**config.mk**
```make
export PLATFORM = sky130hd
export DESIGN_NAME = dma_chan_engine
export DESIGN_NICKNAME = d
export VERILOG_FILES = /design/src/rtl/dma_chan_pkg.sv /design/src/rtl/dma_addr_step.sv /design/src/rtl/dma_beat_seq.sv /design/src/rtl/dma_chan_engine.sv
export SDC_FILE = /design/constraint.sdc
export NUM_CORES = 1
export LEC_CHECK = 0
export ABC_AREA = 1
export BUFFER_PORTS_ARGS = -buffer_cell sky130_fd_sc_hd__buf_2
export CAP_MARGIN = 40
export CORE_MARGIN = 3
export CORE_UTILIZATION = 37
export CTS_BUF_LIST = sky130_fd_sc_hd__clkbuf_16
export DETAILED_ROUTE_END_ITERATION = 8
export SLEW_MARGIN = 30
export SYNTH_ARGS = -nofsm -noshare
export SYNTH_HDL_FRONTEND = slang
export SYNTH_SLANG_ARGS = --single-unit
```
**constraint.sdc**
```tcl
create_clock -name clk -period 7.3 [get_ports clk]
set_clock_uncertainty 0.15 [all_clocks]
set_input_delay 0.73 -clock clk [delete_from_list [all_inputs] [get_ports clk]]
set_output_delay 0.73 -clock clk [all_outputs]
set_load 0.005 [all_outputs]
```
**src/rtl/dma_chan_pkg.sv**
```systemverilog
package dma_chan_pkg;

  typedef enum logic [2:0] {
    ST_IDLE,
    ST_RD_REQ,
    ST_RD_WAIT,
    ST_WR_REQ,
    ST_WR_WAIT
  } seq_state_e;

  localparam int CTRL_EN_BIT    = 0;
  localparam int CTRL_FIN_BIT   = 1;
  localparam int CTRL_BURST_BIT = 3;
  localparam int CTRL_ERR_BIT   = 4;
  localparam int SRC_STEP_LSB   = 8;
  localparam int DST_STEP_LSB   = 12;
  localparam int WIDTH_LSB      = 20;

  // width field to log2 byte count; reserved code falls back to word
  function automatic logic [1:0] width_to_size(input logic [1:0] fld);
    case (fld)
      2'b01:   return 2'd1;
      2'b10:   return 2'd0;
      default: return 2'd2;
    endcase
  endfunction

endpackage

```
**src/rtl/dma_addr_step.sv**
```systemverilog
module dma_addr_step #(
  parameter int AW          = 32,
  parameter int BURST_SHIFT = 2
) (
  input  logic [AW-1:0] addr_i,
  input  logic [2:0]    code_i,
  input  logic          burst_i,
  output logic [AW-1:0] addr_next_o
);

  logic [AW-1:0] mag;

  always_comb begin
    case (code_i[1:0])
      2'd0:    mag = '0;
      2'd1:    mag = AW'(1);
      2'd2:    mag = AW'(2);
      default: mag = AW'(4);
    endcase
    if (burst_i) mag = mag << BURST_SHIFT;
    addr_next_o = code_i[2] ? (addr_i - mag) : (addr_i + mag);
  end

endmodule

```
**src/rtl/dma_beat_seq.sv**
```systemverilog
module dma_beat_seq
  import dma_chan_pkg::*;
#(
  parameter int CNT_W       = 24,
  parameter int BURST_BEATS = 4
) (
  input  logic             clk,
  input  logic             rst_n,
  input  logic             load_i,
  input  logic             go_i,
  input  logic [CNT_W-1:0] cycles_i,
  input  logic             burst_i,
  input  logic             req_ready_i,
  input  logic             rsp_valid_i,
  input  logic             rsp_err_i,
  output logic             busy_o,
  output logic             req_valid_o,
  output logic             req_write_o,
  output logic             capture_o,
  output logic             advance_o,
  output logic             finish_o,
  output logic             fault_o,
  output logic [CNT_W-1:0] remain_o
);

  localparam int BEAT_W = (BURST_BEATS > 1) ? $clog2(BURST_BEATS) : 1;
  localparam logic [BEAT_W-1:0] LAST_BEAT = BEAT_W'(BURST_BEATS - 1);

  seq_state_e        st_q;
  logic [CNT_W-1:0]  cnt_q;
  logic [BEAT_W-1:0] beat_q;
  logic              last_beat;
  logic              waiting;

  assign last_beat   = !burst_i || (beat_q == LAST_BEAT);
  assign waiting     = (st_q == ST_RD_WAIT) || (st_q == ST_WR_WAIT);
  assign busy_o      = (st_q != ST_IDLE);
  assign req_valid_o = (st_q == ST_RD_REQ) || (st_q == ST_WR_REQ);
  assign req_write_o = (st_q == ST_WR_REQ);
  assign capture_o   = (st_q == ST_RD_WAIT) && rsp_valid_i && !rsp_err_i;
  assign advance_o   = (st_q == ST_WR_WAIT) && rsp_valid_i && !rsp_err_i;
  assign finish_o    = advance_o && last_beat && (cnt_q == CNT_W'(1));
  assign fault_o     = waiting && rsp_valid_i && rsp_err_i;
  assign remain_o    = cnt_q;

  always_ff @(posedge clk or negedge rst_n) begin
    if (!rst_n) begin
      st_q   <= ST_IDLE;
      cnt_q  <= '0;
      beat_q <= '0;
    end else begin
      case (st_q)
        ST_IDLE: begin
          if (load_i) begin
            cnt_q  <= cycles_i;
            beat_q <= '0;
            st_q   <= go_i ? ST_RD_REQ : ST_IDLE;
          end
        end
        ST_RD_REQ:  if (req_ready_i) st_q <= ST_RD_WAIT;
        ST_RD_WAIT: begin
          if (rsp_valid_i) st_q <= rsp_err_i ? ST_IDLE : ST_WR_REQ;
        end
        ST_WR_REQ:  if (req_ready_i) st_q <= ST_WR_WAIT;
        ST_WR_WAIT: begin
          if (rsp_valid_i) begin
            if (rsp_err_i) begin
              st_q <= ST_IDLE;
            end else if (last_beat) begin
              beat_q <= '0;
              cnt_q  <= cnt_q - CNT_W'(1);
              st_q   <= (cnt_q == CNT_W'(1)) ? ST_IDLE : ST_RD_REQ;
            end else begin
              beat_q <= beat_q + BEAT_W'(1);
              st_q   <= ST_RD_REQ;
            end
          end
        end
        default: st_q <= ST_IDLE;
      endcase
    end
  end

endmodule

```
**src/rtl/dma_chan_engine.sv**
```systemverilog
module dma_chan_engine
  import dma_chan_pkg::*;
#(
  parameter int AW          = 32,
  parameter int DW          = 32,
  parameter int CNT_W       = 24,
  parameter int BURST_BEATS = 4
) (
  input  logic             clk,
  input  logic             rst_n,
  input  logic             ctrl_wr_i,
  input  logic [31:0]      ctrl_i,
  input  logic [AW-1:0]    src_addr_i,
  input  logic [AW-1:0]    dst_addr_i,
  input  logic [CNT_W-1:0] cycles_i,
  output logic [31:0]      ctrl_o,
  output logic [CNT_W-1:0] remain_o,
  output logic             mem_req_valid_o,
  input  logic             mem_req_ready_i,
  output logic             mem_req_write_o,
  output logic [AW-1:0]    mem_req_addr_o,
  output logic [1:0]       mem_req_size_o,
  output logic [DW-1:0]    mem_req_wdata_o,
  input  logic             mem_rsp_valid_i,
  input  logic [DW-1:0]    mem_rsp_rdata_i,
  input  logic             mem_rsp_err_i
);

  localparam int BURST_SHIFT = (BURST_BEATS > 1) ? $clog2(BURST_BEATS) : 0;
  localparam int N_SIDES     = 2;

  logic [31:0]   ctrl_q;
  logic [AW-1:0] src_q, dst_q;
  logic [DW-1:0] data_q;
  logic          fin_q, err_q;

  logic busy, accept, capture, advance, finish, fault;
  logic [AW-1:0] cur_addr [N_SIDES];
  logic [AW-1:0] nxt_addr [N_SIDES];

  assign accept      = ctrl_wr_i && !busy;
  assign cur_addr[0] = src_q;
  assign cur_addr[1] = dst_q;

  for (genvar s = 0; s < N_SIDES; s++) begin : g_side
    localparam int CODE_LSB = (s == 0) ? SRC_STEP_LSB : DST_STEP_LSB;
    dma_addr_step #(
      .AW          (AW),
      .BURST_SHIFT (BURST_SHIFT)
    ) u_step (
      .addr_i      (cur_addr[s]),
      .code_i      (ctrl_q[CODE_LSB +: 3]),
      .burst_i     (ctrl_q[CTRL_BURST_BIT]),
      .addr_next_o (nxt_addr[s])
    );
  end

  dma_beat_seq #(
    .CNT_W       (CNT_W),
    .BURST_BEATS (BURST_BEATS)
  ) u_seq (
    .clk         (clk),
    .rst_n       (rst_n),
    .load_i      (accept),
    .go_i        (ctrl_i[CTRL_EN_BIT] && (cycles_i != '0)),
    .cycles_i    (cycles_i),
    .burst_i     (ctrl_q[CTRL_BURST_BIT]),
    .req_ready_i (mem_req_ready_i),
    .rsp_valid_i (mem_rsp_valid_i),
    .rsp_err_i   (mem_rsp_err_i),
    .busy_o      (busy),
    .req_valid_o (mem_req_valid_o),
    .req_write_o (mem_req_write_o),
    .capture_o   (capture),
    .advance_o   (advance),
    .finish_o    (finish),
    .fault_o     (fault),
    .remain_o    (remain_o)
  );

  always_ff @(posedge clk or negedge rst_n) begin
    if (!rst_n) begin
      ctrl_q <= '0;
      src_q  <= '0;
      dst_q  <= '0;
      data_q <= '0;
      fin_q  <= 1'b0;
      err_q  <= 1'b0;
    end else if (accept) begin
      ctrl_q <= ctrl_i;
      src_q  <= src_addr_i;
      dst_q  <= dst_addr_i;
      fin_q  <= ctrl_i[CTRL_EN_BIT] && (cycles_i == '0);
      err_q  <= 1'b0;
    end else begin
      if (capture) data_q <= mem_rsp_rdata_i;
      if (advance) begin
        src_q <= nxt_addr[0];
        dst_q <= nxt_addr[1];
      end
      if (finish) fin_q <= 1'b1;
      if (fault)  err_q <= 1'b1;
    end
  end

  always_comb begin
    ctrl_o               = ctrl_q;
    ctrl_o[CTRL_EN_BIT]  = busy;
    ctrl_o[CTRL_FIN_BIT] = fin_q;
    ctrl_o[CTRL_ERR_BIT] = err_q;
  end

  assign mem_req_addr_o  = mem_req_write_o ? dst_q : src_q;
  assign mem_req_size_o  = width_to_size(ctrl_q[WIDTH_LSB +: 2]);
  assign mem_req_wdata_o = data_q;

endmodule

```
==> results by group <==
Status
  • Status: complete, no violations

Global route
  • Initial antenna violation count: 8
  • Largest net degree at the start of global routing: 84
  • Total GRT Usage: 24.0%
  • Met3 GRT Util: 6.59%
  • Busiest grt layer: met2
  • First-pass GRT wire length: 68.8 mm
  • Remaining Overflow, GRT: 0
  • Vias in the first global route: 12885
  • Met2 usage: 39.7%
  • Met1 usage: 30.9%

Final layout
  • Area grow syn2layout: 18.8%
  • Nets: 2531
  • Share of post-route cells with drive strength above 1: 16.0%
  • Final Core Density: 44.9%
  • Non-filler cells, final: 2766

Timing
  • Setup violations, final: 0
  • Final period utilization: 48.9%
  • Setup TNS: 0 ns
  • Final Hold Viols: 0
  • Tightest Pin Transition: 0.792 ns
  • Slew Limit Headroom: 47.1%
  • Unrepaired setup endpoints after global routing: no
  • Max-slew violations: 0
  • Max Clock Freq: 0.280 GHz
  • Fin crit period: 3.57 ns

Synth
  • Async set-reset flop share out of synthesis: 100%
  • Most frequent cell after synthesis: nand2_1
  • Share of the synthesized area in the top cell type: 30.6%
  • Synth Flop Type: dfrtp_1
  • Synth unique cells: 42
  • Sequential area share after synthesis: 30.6%
  • Syn_area_per_cell: 6.25 um2
  • Yosys reg bits: 156
  • Cell area after synthesis: 12800 um2
  • Synth Warn #: 0
  • Top post-synthesis cells by count: 794 x nand2_1, 305 x inv_1, 217 x nor2_1
  • Mapped Cells: 2043
  • EDFF count, synth: 0
  • Area contributors post-synth: dfrtp_1 31%, nand2_1 23%, inv_1 9.0%
  • Syn_nets: 2272
  • Area leader, netlist: dfrtp_1

Detailed routing
  • Via-to-Cell Ratio: 4.84
  • Via count: 13387
  • Wire per inst: 15.9 um
  • Post-Route WL: 44.1 mm
  • DR DRC count: 0
  • Antenna-violating nets left: 0
  • First DRT Iteration DRCs: 851
  • First-pass iteration count of the detailed router: 6

Worst hold path
  • HP Class: reg2reg

CTS
  • CTS buffer count: 17
  • Sink Count: 156
  • CTS tree: built
  • Clk pin slew, worst setup/hold paths: 0.08 ns
  • Post-cts resize count: 0
  • CTS root buf: clkbuf_16
  • Worst skew pair latency: 0.46 ns
  • H-tree depth: 4
  • CTS Buffer Depth: 2

Worst setup path
  • CP Data Required Time: 7.50 ns
  • Critical path class: reg2reg
  • Crit. End Element: flop
  • Critical Path Source Type: flop
  • Worst-path fanout max: 8
  • Worst Path Arrival: 3.76 ns

Place
  • Placed cells: 2727
  • I/O Buffers: 279
  • Dpl hpwl: 34.9 mm
  • Routability Congestion: 0.912

Die
  • Std-Cell Core Area: 33800 um2
  • Die W: 192 um
  • Die area: 36800 um2
  • Die Ht: 192 um
  • Row count: 67
  • Top-level I/O count: 282
  • Initial Utilization: 37.8%

Flow run
  • Max-Cap Viols: 0
==> cell families after synthesis <==
| family | count (synthesis) | synth area share, % |
|---|---|---|
| buffers and inverters | 367 | 11.7 |
| AO/OA/AOI/OAI | 224 | 9.57 |
| multiplexers | 32 | 2.82 |
| flip-flops | 156 | 30.6 |
| XOR/XNOR | 34 | 2.33 |
| adder cells (fa/ha/maj) | 71 | 7.08 |
| AND/OR/NAND/NOR | 1159 | 35.9 |
==> final cells by class <==
type / count / area [um2]
Sequential cell: 156 / 3900
Fill cell: 3645 / 18600
Multi-Input combinational cell: 1520 / 7370
Inverter: 311 / 1170
Timing Repair Buffer: 296 / 1600
Clock inverter: 15 / 116
Tap cell: 448 / 561
Antenna cell: 3 / 7.51
Clock buffer: 17 / 425
==> layout by cell type (no fill, tap or decap), drive strengths merged, types with 2 or more instances in the layout <==
| master | instances |
|---|---|
| buf | 294 |
| xor2 | 24 |
| o21bai | 7 |
| o22ai | 6 |
| nand3 | 105 |
| ha | 69 |
| nor4 | 5 |
| diode | 3 |
| nand2 | 796 |
| a21oi | 101 |
| nor3 | 20 |
| fa | 2 |
| a21o | 3 |
| o211ai | 13 |
| clkbuf | 18 |
| mux2 | 32 |
| dfrtp | 156 |
| nor2 | 221 |
| a31oi | 5 |
| inv | 319 |
| clkinv | 7 |
| nand4 | 10 |
| o21ai | 81 |
| xnor2 | 10 |
| o21a | 3 |
==> per-stage QoR <==
step	area, um2	hold slack, ns	worst slack, ns
2_1_floorplan	12800	0.284	4.34
3_3_place_gp	14500	0.301	3.82
3_5_place_dp	14500	0.308	3.76
4_1_cts	15100	0.201	3.73
5_1_grt	15200	0.319	3.43
6_report	15200	0.320	3.73
==> routing by layer <==
layer  vias to the layer above  share of wire, %
met5                         -              0.12
met4                         8               1.9
met3                        52               7.9
met2                       401                46
met1                      6062                44
li1                       6864                 -
==> worst paths after layout <==
| kind | depth (start not counted) | slack (ns) | from | end |
|---|---|---|---|---|
| setup / recovery | 21 | 3.73 | ctrl_q[3]$_DFFE_PN0P_ | src_q[27]$_DFFE_PN0P_ |
| hold / removal | 2 | 0.32 | ctrl_q[2]$_DFFE_PN0P_ | ctrl_q[2]$_DFFE_PN0P_ |
| setup reg to reg | 21 | 3.73 | ctrl_q[3]$_DFFE_PN0P_ | src_q[27]$_DFFE_PN0P_ |
| hold reg to reg | 2 | 0.32 | ctrl_q[2]$_DFFE_PN0P_ | ctrl_q[2]$_DFFE_PN0P_ |
| max in group asynchronous | 4 | 5.11 | rst_n | ctrl_q[20]$_DFFE_PN0P_ |
| min in group asynchronous | 2 | 0.54 | rst_n | dst_q[29]$_DFFE_PN0P_ |
==> critical path, stage by stage, from the launching register on <==
cell and delay, ns:
dfrtp_1 0.50, nor2_1 0.21, inv_1 0.06, nor2_1 0.13, inv_1 0.06, ha_1 0.17
nand2_1 0.08, a21oi_1 0.05, ha_1 0.17, or2_2 0.38, ha_1 0.38, nand2_1 0.11
inv_1 0.08, nand2_1 0.09, nor2_1 0.11, nand2_1 0.06, nand3_1 0.21, nand2_1 0.14
nand3_1 0.10, nand3_1 0.08, nand2_1 0.09, nand2_1 0.04
==> repair_timing <==
item | in CTS | in global routing
buffers inserted | 0 | 0
endpoints found under the hold margin | 0 | 20
hold buffers | 0 | 1
==> registers in the layout, summed over array words and instances (netlist names) <==
signal           cells
dst_q               32
mem_req_wdata_o     32
src_q               32
ctrl_q              29
u_seq.remain_o      24
u_seq.st_q           3
u_seq.beat_q         2
err_q                1
fin_q                1
Power is left out: the tool's default activity adds up to more than one toggle a clock period on the data nets, which glitch-free logic cannot reach.
